`config.mk`:
```
export PLATFORM = sky130hd
export DESIGN_NAME = errlog_top
export DESIGN_NICKNAME = d
export VERILOG_FILES = /design/src/rtl/errlog_pkg.sv /design/src/rtl/errlog_ctrl.sv /design/src/rtl/errlog_dp.sv /design/src/rtl/errlog_top.sv
export SDC_FILE = /design/constraint.sdc
export NUM_CORES = 1
export LEC_CHECK = 0
export BUFFER_PORTS_ARGS = -buffer_cell sky130_fd_sc_hd__buf_2
export CELL_PAD_IN_SITES_DETAIL_PLACEMENT = 1
export CELL_PAD_IN_SITES_GLOBAL_PLACEMENT = 2
export CORE_MARGIN = 2
export CORE_UTILIZATION = 32
export DETAILED_ROUTE_END_ITERATION = 10
export PLACE_DENSITY_LB_ADDON = 0.1
export SYNTH_ARGS = -nofsm -noshare
export SYNTH_HDL_FRONTEND = slang
export SYNTH_SLANG_ARGS = --single-unit
```
`constraint.sdc`:
```
create_clock -name clk -period 5.9 [get_ports clk]
set_input_delay 0.885 -clock clk [delete_from_list [all_inputs] [get_ports clk]]
set_output_delay 0.885 -clock clk [all_outputs]
set_load 0.01 [all_outputs]
```
`src/rtl/errlog_pkg.sv`:
```
package errlog_pkg;
  localparam int NBANK  = 2;
  localparam int BANK_NS = 0;
  localparam int BANK_S  = 1;
  localparam int REQ_W   = 16;
  localparam int CMD_W   = 3;
  localparam int PEND_BIT = 24;
  localparam logic [9:0] STAT_OFF = 10'h028;
  localparam logic [9:0] ATTR_OFF = 10'h058;
  localparam logic [9:0] ADDR_OFF = 10'h060;
  localparam logic [31:0] ATTR_DEF_MASK = 32'hFFBF_070D;

  typedef struct packed {
    logic [NBANK-1:0] capture;
    logic [NBANK-1:0] pending;
  } ctrlStrobes_t;

  function automatic logic [31:0] packAttr(input logic [REQ_W-1:0] reqInfo,
                                           input logic [CMD_W-1:0] cmd,
                                           input logic burst, input logic perm,
                                           input logic hole);
    logic [31:0] w;
    w = '0;
    w[31:23] = reqInfo[15:7];
    w[21:16] = reqInfo[5:0];
    w[10:8]  = cmd;
    w[3]     = burst;
    w[2]     = perm;
    w[0]     = hole;
    return w;
  endfunction
endpackage

```
`src/rtl/errlog_ctrl.sv`:
```
module errlog_ctrl
  import errlog_pkg::*;
#(
  parameter int OFF_W = 10
) (
  input  logic             clk,
  input  logic             rstN,
  input  logic             errValid,
  input  logic             errSecure,
  input  logic             errFromCpu,
  input  logic             regWrEn,
  input  logic [OFF_W-1:0] regAddr,
  input  logic             regWrPendBit,
  input  logic             regSecure,
  output ctrlStrobes_t     strobes,
  output logic [NBANK-1:0] irq
);
  logic [NBANK-1:0] pendQ;
  logic [NBANK-1:0] capStb;
  logic [NBANK-1:0] clrStb;
  logic             secureHit;
  logic             statWrite;

  // Non-processor initiators are always steered to the Non-Secure bank.
  assign secureHit = errSecure & errFromCpu;
  assign statWrite = regWrEn & (regAddr == OFF_W'(STAT_OFF)) & regWrPendBit;

  for (genvar b = 0; b < NBANK; b++) begin : g_bank
    logic bankHit;
    assign bankHit   = (b == BANK_S) ? secureHit : ~secureHit;
    assign clrStb[b] = statWrite & (regSecure == (b == BANK_S));
    // A capture is allowed when idle, or when the same edge clears the bank.
    assign capStb[b] = errValid & bankHit & (~pendQ[b] | clrStb[b]);

    always_ff @(posedge clk) begin
      if (!rstN) pendQ[b] <= 1'b0;
      else if (capStb[b]) pendQ[b] <= 1'b1;
      else if (clrStb[b]) pendQ[b] <= 1'b0;
    end

    assert_capture_sets_R4: assert property (@(posedge clk) disable iff (!rstN)
      capStb[b] |=> pendQ[b]);
    assert_clear_drops_R8: assert property (@(posedge clk) disable iff (!rstN)
      (clrStb[b] && !capStb[b]) |=> !pendQ[b]);
    assert_pending_sticky_R7: assert property (@(posedge clk) disable iff (!rstN)
      (pendQ[b] && !clrStb[b]) |=> pendQ[b]);
    assert_race_capture_R9: assert property (@(posedge clk) disable iff (!rstN)
      (errValid && bankHit && clrStb[b]) |=> pendQ[b]);
  end

  assert_dma_not_secure_R6: assert property (@(posedge clk) disable iff (!rstN)
    (errValid && !errFromCpu && !pendQ[BANK_S]) |=> !pendQ[BANK_S]);

  assign strobes.capture = capStb;
  assign strobes.pending = pendQ;
  assign irq             = pendQ;
endmodule

```
`src/rtl/errlog_dp.sv`:
```
module errlog_dp
  import errlog_pkg::*;
#(
  parameter int ADDR_W = 40,
  parameter int OFF_W  = 10
) (
  input  logic              clk,
  input  logic              rstN,
  input  ctrlStrobes_t      strobes,
  input  logic [ADDR_W-1:0] errAddr,
  input  logic [REQ_W-1:0]  errReqInfo,
  input  logic [CMD_W-1:0]  errCmd,
  input  logic              errBurst,
  input  logic              errPerm,
  input  logic              errHole,
  input  logic [OFF_W-1:0]  regAddr,
  input  logic              regSecure,
  output logic [63:0]       regRdData
);
  logic [31:0]       attrNext;
  logic [31:0]       attrLog [NBANK];
  logic [ADDR_W-1:0] addrLog [NBANK];
  int unsigned       selBank;

  assign attrNext = packAttr(errReqInfo, errCmd, errBurst, errPerm, errHole);

  for (genvar b = 0; b < NBANK; b++) begin : g_log
    always_ff @(posedge clk) begin
      if (!rstN) begin
        attrLog[b] <= '0;
        addrLog[b] <= '0;
      end else if (strobes.capture[b]) begin
        attrLog[b] <= attrNext;
        addrLog[b] <= errAddr;
      end
    end

    assert_log_held_R7: assert property (@(posedge clk) disable iff (!rstN)
      !strobes.capture[b] |=> ($stable(attrLog[b]) && $stable(addrLog[b])));
  end

  assign selBank = regSecure ? BANK_S : BANK_NS;

  always_comb begin
    regRdData = '0;
    if (regAddr == OFF_W'(STAT_OFF))
      regRdData[PEND_BIT] = strobes.pending[selBank];
    else if (regAddr == OFF_W'(ATTR_OFF))
      regRdData[31:0] = attrLog[selBank];
    else if (regAddr == OFF_W'(ADDR_OFF))
      regRdData[ADDR_W-1:0] = addrLog[selBank];
  end
endmodule

```
`src/rtl/errlog_top.sv`:
```
module errlog_top
  import errlog_pkg::*;
#(
  parameter int ADDR_W = 40,
  parameter int OFF_W  = 10
) (
  input  logic              clk,
  input  logic              rstN,
  input  logic              errValid,
  input  logic [ADDR_W-1:0] errAddr,
  input  logic [15:0]       errReqInfo,
  input  logic [2:0]        errCmd,
  input  logic              errSecure,
  input  logic              errFromCpu,
  input  logic              errBurst,
  input  logic              errPerm,
  input  logic              errHole,
  input  logic [OFF_W-1:0]  regAddr,
  input  logic              regSecure,
  input  logic              regWrEn,
  input  logic [63:0]       regWrData,
  output logic [63:0]       regRdData,
  output logic              irqSecure,
  output logic              irqNonSecure
);
  ctrlStrobes_t     strobes;
  logic [NBANK-1:0] irq;

  errlog_ctrl #(.OFF_W(OFF_W)) u_ctrl (
    .clk(clk), .rstN(rstN), .errValid(errValid), .errSecure(errSecure),
    .errFromCpu(errFromCpu), .regWrEn(regWrEn), .regAddr(regAddr),
    .regWrPendBit(regWrData[PEND_BIT]), .regSecure(regSecure),
    .strobes(strobes), .irq(irq)
  );

  errlog_dp #(.ADDR_W(ADDR_W), .OFF_W(OFF_W)) u_dp (
    .clk(clk), .rstN(rstN), .strobes(strobes), .errAddr(errAddr),
    .errReqInfo(errReqInfo), .errCmd(errCmd), .errBurst(errBurst),
    .errPerm(errPerm), .errHole(errHole), .regAddr(regAddr),
    .regSecure(regSecure), .regRdData(regRdData)
  );

  assign irqSecure    = irq[BANK_S];
  assign irqNonSecure = irq[BANK_NS];

  assert_attr_undef_zero_R2: assert property (@(posedge clk) disable iff (!rstN)
    (regAddr == OFF_W'(ATTR_OFF)) |-> ((regRdData & ~{32'h0, ATTR_DEF_MASK}) == 64'h0));
  assert_irq_rises_R11: assert property (@(posedge clk) disable iff (!rstN)
    (errValid && errSecure && errFromCpu) |=> irqSecure);
  assert_undef_read_zero_R10: assert property (@(posedge clk) disable iff (!rstN)
    (regAddr != OFF_W'(STAT_OFF) && regAddr != OFF_W'(ATTR_OFF) &&
     regAddr != OFF_W'(ADDR_OFF)) |-> (regRdData == 64'h0));
endmodule

```
Word-level counts from Yosys, hierarchy flattened
Memories as Yosys holds them, arrays and structs flattened. Cells that the tools add are included.

Bits in registers: 2. Memories: 2. Word-level logic and storage cells: 53. Bits of input ports: 143. Bits in writable memories: 122.

Magnitude comparators: 1. Equal/unequal tests: 3. Reduce and logical (&&, ||, !) cells: 2. Multiplexer cells: 24. Bitwise gates (word level): 19.

Memories: u_dp.addrLog (depth 2, bits a word 40, rd ports 1, clocked after Yosys merged registers in 0, wr ports 2, line errlog_dp.sv:22) `logic [ADDR_W-1:0] addrLog [NBANK];`; u_dp.attrLog (depth 2, bits a word 21, rd ports 1, clocked after Yosys merged registers in 0, wr ports 2, line errlog_dp.sv:21) `logic [31:0] attrLog [NBANK];`.

Operators with widths (count): $mux 40 (3); $mux 21 (2); $lt 32x2->1 const B (1); $mux 32 (1); $mux 24 (1); $eq 10x7->1 const B (2); $mux 1 (15); $mux 15 (1); $eq 10x6->1 const B (1); $and 1x1->1 (9); $mux 8 (1); $or 1x1->1 (6); $not 1->1 (4); $reduce_bool 2->1 (2).

Depth between registers and ports, before layout
Gate-level depths: netlist (run 1).

Word-level depth: 10. Gate-level depth with buffers: 6.

Cells and area by module
Synthesis (run 1) repeated with hierarchy kept, for this count alone.

Cells, all modules: 442. Area total of the unflattened synthesis: 5893.2 um^2.

Modules (own cells, without submodules): errlog_dp (cells an instance 422, area an instance 5709.2 um^2, seq. area each 3663.5 um^2, times used 1); errlog_ctrl (cells an instance 20, area an instance 183.9 um^2, seq. area each 40.0 um^2, times used 1).

Worst setup path after synthesis (run 1)
OpenSTA, ideal clock, no wires.

Path type: input to register. Start: in regSecure. End: mem u_dp.addrLog[1][0], enable pin. Data required time: 5.393 ns. Buffers on the path: 4. Stages: 6. Slack: 0.497 ns. Setup time: 0.507 ns. Arrival time: 4.896 ns. Cells stage by stage: buf_2 -> buf_4 -> buf_2 -> buf_2 -> nand2_1 -> o221ai_1.

RTL lines: start: declaration (line errlog_top.sv:19) `input logic regSecure,`; end: declaration (line errlog_dp.sv:22).

Worst setup path in the final report (run 1)
Start: in regAddr[7]. End: out regRdData[24].

Longest elaborated chain between the ends: 4. Elaborated cells on any way between the ends: 6. Those cells by class: eq/ne (3); mux (3).

Ends and longest elaborated chain: start: declaration (line errlog_top.sv:18) `input logic [OFF_W-1:0] regAddr,`; $eq 10x7->1 (line errlog_dp.sv:50) `else if (regAddr == OFF_W'(ADDR_OFF))`; $mux 40 (line errlog_dp.sv:50); $mux 32 (line errlog_dp.sv:48) `else if (regAddr == OFF_W'(ATTR_OFF))`; $mux 1 * (line errlog_dp.sv:46) `if (regAddr == OFF_W'(STAT_OFF))`; end: declaration (line errlog_top.sv:22) `output logic [63:0] regRdData,`.

Every way passes the cells marked *; elsewhere a longest branch is shown, timed or not.

==> metrics.txt, run 1 <==
status=finished clean; H-tree levels=4; Die Width=roughly 150 um; Layout area overhead=17.0%; CP Class=in2out; required time worst endpoint=about 5 ns; layout cell share with drive strength beyond 1=0.266; RSZ-0062 raised after global routing=no; cell count after synthesis=just over 600; n_diodes=0; Clock Root Buffer=clkbuf_16; DPL Wire Length=roughly 13 mm; Post-CTS Setup Inserts=0; Post-Syn Area per Cell=11.0 um^2; buffers added on ports=120; Placed Cells=~950; DR vias=about 5200; Tmin final=between 4 and 5 ns; final setup violation count=0; Worst path top cell family by delay=simple AND/OR/NAND/NOR gates; Die Y=149 um; endpoint type of the worst setup path=output pin; CTS Sinks=between 100 and 150; RePlAce Congestion=roughly 0.75; share of the synthesized area in the top cell type=0.543; WL per Instance=~23 um; met2 usage=0.337; asr flop ratio synth=0; Die ar.=approximately 0.022 mm^2; initial antenna violation count=0; register area share after synthesis=0.549; Post-route DRC=0; Rel. slew slack=0.263; CTS max path bufs=2; Final Util=0.379; vias in the first global route=around 5400; worst path arrival time=3.22 ns; flops & latches, synth=124; most frequent cell after synthesis=nand3_1; Top cell by count, worst path=buf_2; Layout Cells excl Fill=981; clock latency on the worst-skew pair=between 0.4 and 0.5 ns; Pwr per Cell Area=between 200 and 300 mW/mm^2; Vias/cell=5.33; setup TNS=0 ns; period utilisation layout=0.695; Slew Limit Fails=0; Fillers=around 2400; Clk pin slew, worst setup/hold paths=approximately 0.050 ns; Hold Fails Final Rpt=0; top cells by count, synth=124 x nand3_1, 122 x edfxtp_1, 105 x a21oi_1; Max stage delay on crit path=0.79 ns; Total Routed Length=roughly 23 mm; Post-Place Cell Area=about 0.0074 mm^2; grt total ovfl=0; Top Usage Layer GRT=met2; number of flops mapped to enable cells by yosys=122; Worst Hold Class=reg2reg; core area=0.0208 mm^2; # hold bufs at CTS=0; number of DRC markers in iteration 0=250; grt met1 use=0.269; Netlist cell types=35; FP Rows=53; I/O pin count=approximately 210; CTS tree=built; Post-CTS Resized=0; cts bufs inserted=17; fin nets=about 840; static leakage=slightly above 3 nW; ys flop type=edfxtp_1; critical path's slowest cell=nand3_1; Worst Path Buf+Inv=2; first-pass GRT wire length=~33 mm; largest net degree at the start of global routing=98; actual slew at the worst max-slew pin=between 1 and 1.5 ns; gr usage total=0.204; Max FO, Critical Path=21; Synth Cell Area=0.00675 mm^2; skew final=roughly 0.0063 ns; Yosys warnings=0; Synth area leader=edfxtp_1; final instance area=slightly below 0.008 mm^2; DRT Pass-1 Iters=5; effective utilization at floorplan=0.324; crit start category=input port; CP cell instances=buf_2, nor4_4, nand3_1, o21ai_0, buf_2; Max Freq=about 240 MHz; Final ANT Viol Nets=0; met3 Usage GRT=0.0465; Max IR drop VDD=between 0.15 and 0.2 mV; MaxCap Viol Count=0; top post-synthesis cells by area=edfxtp_1 54%, nand3_1 9.2%, mux2i_1 9.1%, a21oi_1 7.8%, buf_4 3.0%
## per-stage QoR
stage                     total power [mW]  hold WS [ns]  setup slack (ns)
after floorplan                       1.21         0.732             0.497
after detailed placement              1.30         0.766              1.81
after global routing                  2.35         0.804              1.70
final                                 2.26         0.780              1.80
after CTS                             2.29         0.778              1.77
after global placement                1.30         0.775              1.93
## area by class of cell
class | count | area [um^2] | share of cell area
clock buffer | 19 | 433 | 0.0549
clock inverter | 11 | 104 | 0.0132
multi-input combinational | 420 | 2610 | 0.331
sequential | 124 | 3710 | 0.470
tap | 275 | 344 | 0.0436
timing repair buffer | 132 | 696 | 0.0882
## per-layer routing
layer,part of all wire,vias to the layer above
li1,-,2423
met1,0.46,2674
met2,0.49,118
met3,0.040,18
met4,0.017,0
met5,0,-
## flip-flops by register name (all words and copies together) (netlist names)
signal / cells
u_dp.addrLog: 80
u_dp.attrLog: 42
u_ctrl.irq: 2
## cells by family (layout without fill, tap and decap cells)
family,Yosys count,count (layout),share of synthesized area
DFF,124,124,0.549
buffers and inverters,93,162,0.0814
AOI/OAI and AO/OA,151,151,0.135
muxes,62,62,0.0922
and+or+nand+nor,183,183,0.142
other,1,24,0.000556
## power breakdown
part	total, mW	switching, mW	internal (mW)
combinational	0.232	0.161	0.0710
clock	0.983	0.375	0.607
sequential	1.05	0.0183	1.03
## worst paths after layout
check,start,endpoint,slack [ns],depth (start not counted)
setup / recovery,regAddr[7],regRdData[24],1.80,5
setup reg to reg,u_ctrl.irq[0]$_SDFFE_PN0P_,u_dp.addrLog[0][30]$_SDFFCE_PN0P_,3.47,4
hold / removal,u_ctrl.irq[0]$_SDFFE_PN0P_,u_dp.addrLog[0][3]$_SDFFCE_PN0P_,0.78,1
hold reg to reg,u_ctrl.irq[0]$_SDFFE_PN0P_,u_dp.addrLog[0][3]$_SDFFCE_PN0P_,0.78,1
## cell usage in the layout (no fill, tap or decap), types with 2 or more instances in the layout
cell / synthesis / routed
o21ai_0: 3 / 3
buf_4: 27 / 14
a21oi_1: 105 / 105
mux2i_1: 61 / 61
clkbuf_16: 0 / 17
buf_2: 7 / 118
clkinv_1: 0 / 3
conb_1: 1 / 24
bufinv_16: 0 / 2
clkinv_2: 0 / 5
nand4_4: 2 / 2
o22a_1: 21 / 21
a21oi_2: 18 / 18
nand3_1: 124 / 124
clkbuf_1: 45 / 2
dfxtp_2: 0 / 2
nand2b_1: 2 / 2
nor2_1: 40 / 40
edfxtp_1: 122 / 122
nand4_1: 2 / 2
No activity file was read; power rests on OpenSTA's default activity.
==> inputs of run 2 (changes only) <==
Settings changed: ABC_AREA set to 1, CORE_UTILIZATION 32 to 29.
Clock period 5.9 ns to 4.03 ns, I/O delays scaled along.
==> run 2 against run 1 <==
Die area down 1.3%. Wire length down 27%. Non-clock buffer count down 5. Power up 45%. Design area down 7.4%. Global-route usage down 4.9 points. Sequential power up 45%. Critical path type unchanged. Area after synthesis down 11%. Flip-flop and latch count unchanged. Via count down 14%. Synthesized cell count up 6.8%. Clock-buffer cell count down 2.
==> metrics.txt, run 2 <==
status=finished clean; initial antenna violation count=3; Max Freq=316 MHz; number of flops mapped to enable cells by yosys=~120; most frequent cell after synthesis=nand2_1; Synth Area in Compound Gates=0.0183; top cells by count, synth=238 x nand2_1, 122 x edfxtp_1, 105 x nor2_1; Pwr per Cell Area=between 400 and 500 mW/mm^2; register area share after synthesis=0.614; core area=0.0203 mm^2; DPL Wire Length=9.99 mm; crit start category=input port; final setup violation count=0; grt total ovfl=0; Max IR drop VDD=between 0.2 and 0.3 mV; RSZ-0062 raised after global routing=no; layout cell share with drive strength beyond 1=0.238; Hold Fails Final Rpt=0; Synth area leader=edfxtp_1; Post-CTS Resized=0; MaxCap Viol Count=0; Rel. slew slack=0.298; Final Util=0.360; max FFs per register=80; gr usage total=0.155; post-synthesis mux area share=0; Worst Hold Class=in2reg; largest family of logic cells by synthesized area=simple AND/OR/NAND/NOR gates; clock latency on the worst-skew pair=roughly 0.41 ns; Yosys warnings=0; flops & latches, synth=between 100 and 150; Post-Place Cell Area=between 0.006 and 0.007 mm^2; ys flop type=edfxtp_1; cts bufs inserted=17; static leakage=3.58 nW; Post-route DRC=0; CTS max path bufs=2; Tmin final=~3.2 ns; final instance area=between 0.007 and 0.008 mm^2; Top reg by flops=u_dp.addrLog; RePlAce Congestion=between 0.7 and 0.8; first-pass GRT wire length=between 20 and 30 mm; share of the synthesized area in the top cell type=0.608; Slew Limit Fails=0; number of DRC markers in iteration 0=roughly 140; Post-CTS Setup Inserts=0; Post-Syn Area per Cell=slightly above 9 um^2; FP Rows=52; worst path arrival time=2.56 ns; Synth Area in Adders=0; H-tree levels=4; Synth Area in Simple Gates=0.256; commonest non-fill, non-tap cell in the layout=nand2_1; skew final=~0.0054 ns; CTS Sinks=between 100 and 150; Synth Cell Area=around 0.006 mm^2; CP Class=in2out; Clk pin slew, worst setup/hold paths=~0.060 ns; top post-synthesis cells by area=edfxtp_1 61%, nand2_1 15%, nor2_1 6.5%, inv_1 4.4%, buf_4 3.0%; DR vias=around 4500; vias in the first global route=4898; period utilisation layout=0.786; CTS tree=built; asr flop ratio synth=0; Die Width=approximately 150 um; WL per Instance=15.6 um; Die ar.=0.0220 mm^2; Total Routed Length=~16 mm; actual slew at the worst max-slew pin=1.05 ns; largest net degree at the start of global routing=62; overall power=around 3.3 mW; Max FO, Critical Path=20; effective utilization at floorplan=0.297; buffers added on ports=120; endpoint type of the worst setup path=output pin; xor/xnor share of the synthesized area=0; Layout area overhead=21.2%; Netlist cell types=20; cell count after synthesis=approximately 660; DRT Pass-1 Iters=4; fin nets=913; setup TNS=0 ns; Die Y=about 150 um; Final ANT Viol Nets=0; required time worst endpoint=3.43 ns; # hold bufs at CTS=0; Vias/cell=approximately 4.3; most frequent cells in the layout=236 x nand2_1, 122 x edfxtp_1, 120 x buf_2; I/O pin count=approximately 210; Clock Root Buffer=clkbuf_16
run 2: cell count changes after synthesis, sizes merged, moves of 61 or more:
cell,before,now
inv,0,73
nor2,41,127
nand2,1,240
nand3,124,7
mux2i,61,0
a21oi,123,22
run 2: kinds of logic (layout without fill, tap and decap cells):
group                  Yosys count  after routing
AOI/OAI and AO/OA               22             22
buffers and inverters          128            232
DFF                            124            124
other                            1             25
and+or+nand+nor                381            381
run 2: final cells by class:
class | instances | area (um^2)
clock buffer | 17 | 425
timing repair buffer | 127 | 653
antenna | 1 | 2.50
clock inverter | 15 | 155
inverter | 73 | 274
tap | 270 | 338
multi-input combinational | 427 | 1760
sequential | 124 | 3700
fill | 2432 | 13000
run 2: through the flow:
| step | worst slack [ns] | instances | hold WS [ns] |
|---|---|---|---|
| floorplan | 1.12 | 679 | 0.553 |
| global placement | 0.747 | 1021 | 0.542 |
| detailed placement | 0.706 | 1021 | 0.548 |
| CTS | 0.693 | 1053 | 0.484 |
| global route | 0.666 | 1054 | 0.499 |
| finish | 0.861 | 1054 | 0.499 |
run 2: critical path, stage by stage:
cell     delay [ns]
buf_2          0.10
inv_1          0.06
nand2_1        0.07
nor3_1         0.27
nand2_1        0.13
buf_4          0.24
inv_1          0.60
nand2_1        0.21
nand2_1        0.14
buf_2          0.14
run 2: worst paths after layout:
| kind | cells after the start | slack (ns) | to | from |
|---|---|---|---|---|
| setup / recovery | 10 | 0.86 | regRdData[8] | regAddr[4] |
| hold / removal | 3 | 0.50 | u_dp.addrLog[1][38]$_SDFFCE_PN0P_ | errAddr[38] |
| setup reg to reg | 3 | 2.25 | u_dp.attrLog[0][0]$_SDFFCE_PN0P_ | u_ctrl.irq[0]$_SDFFE_PN0P_ |
| hold reg to reg | 2 | 0.55 | u_ctrl.irq[0]$_SDFFE_PN0P_ | u_ctrl.irq[0]$_SDFFE_PN0P_ |
run 2: power breakdown:
group	internal (mW)	switching (mW)	total [mW]
clock	0.958	0.558	1.52
combinational	0.0672	0.165	0.232
sequential	1.50	0.0200	1.52
total	2.53	0.743	3.27
run 2: metal layers:
layer,global-route usage,up-vias,part of all wire
li1,-,2221,-
met1,0.172,2177,0.42
met2,0.288,100,0.52
met3,0.0396,23,0.050
met4,0.0548,4,0.016
met5,0,-,0.0014
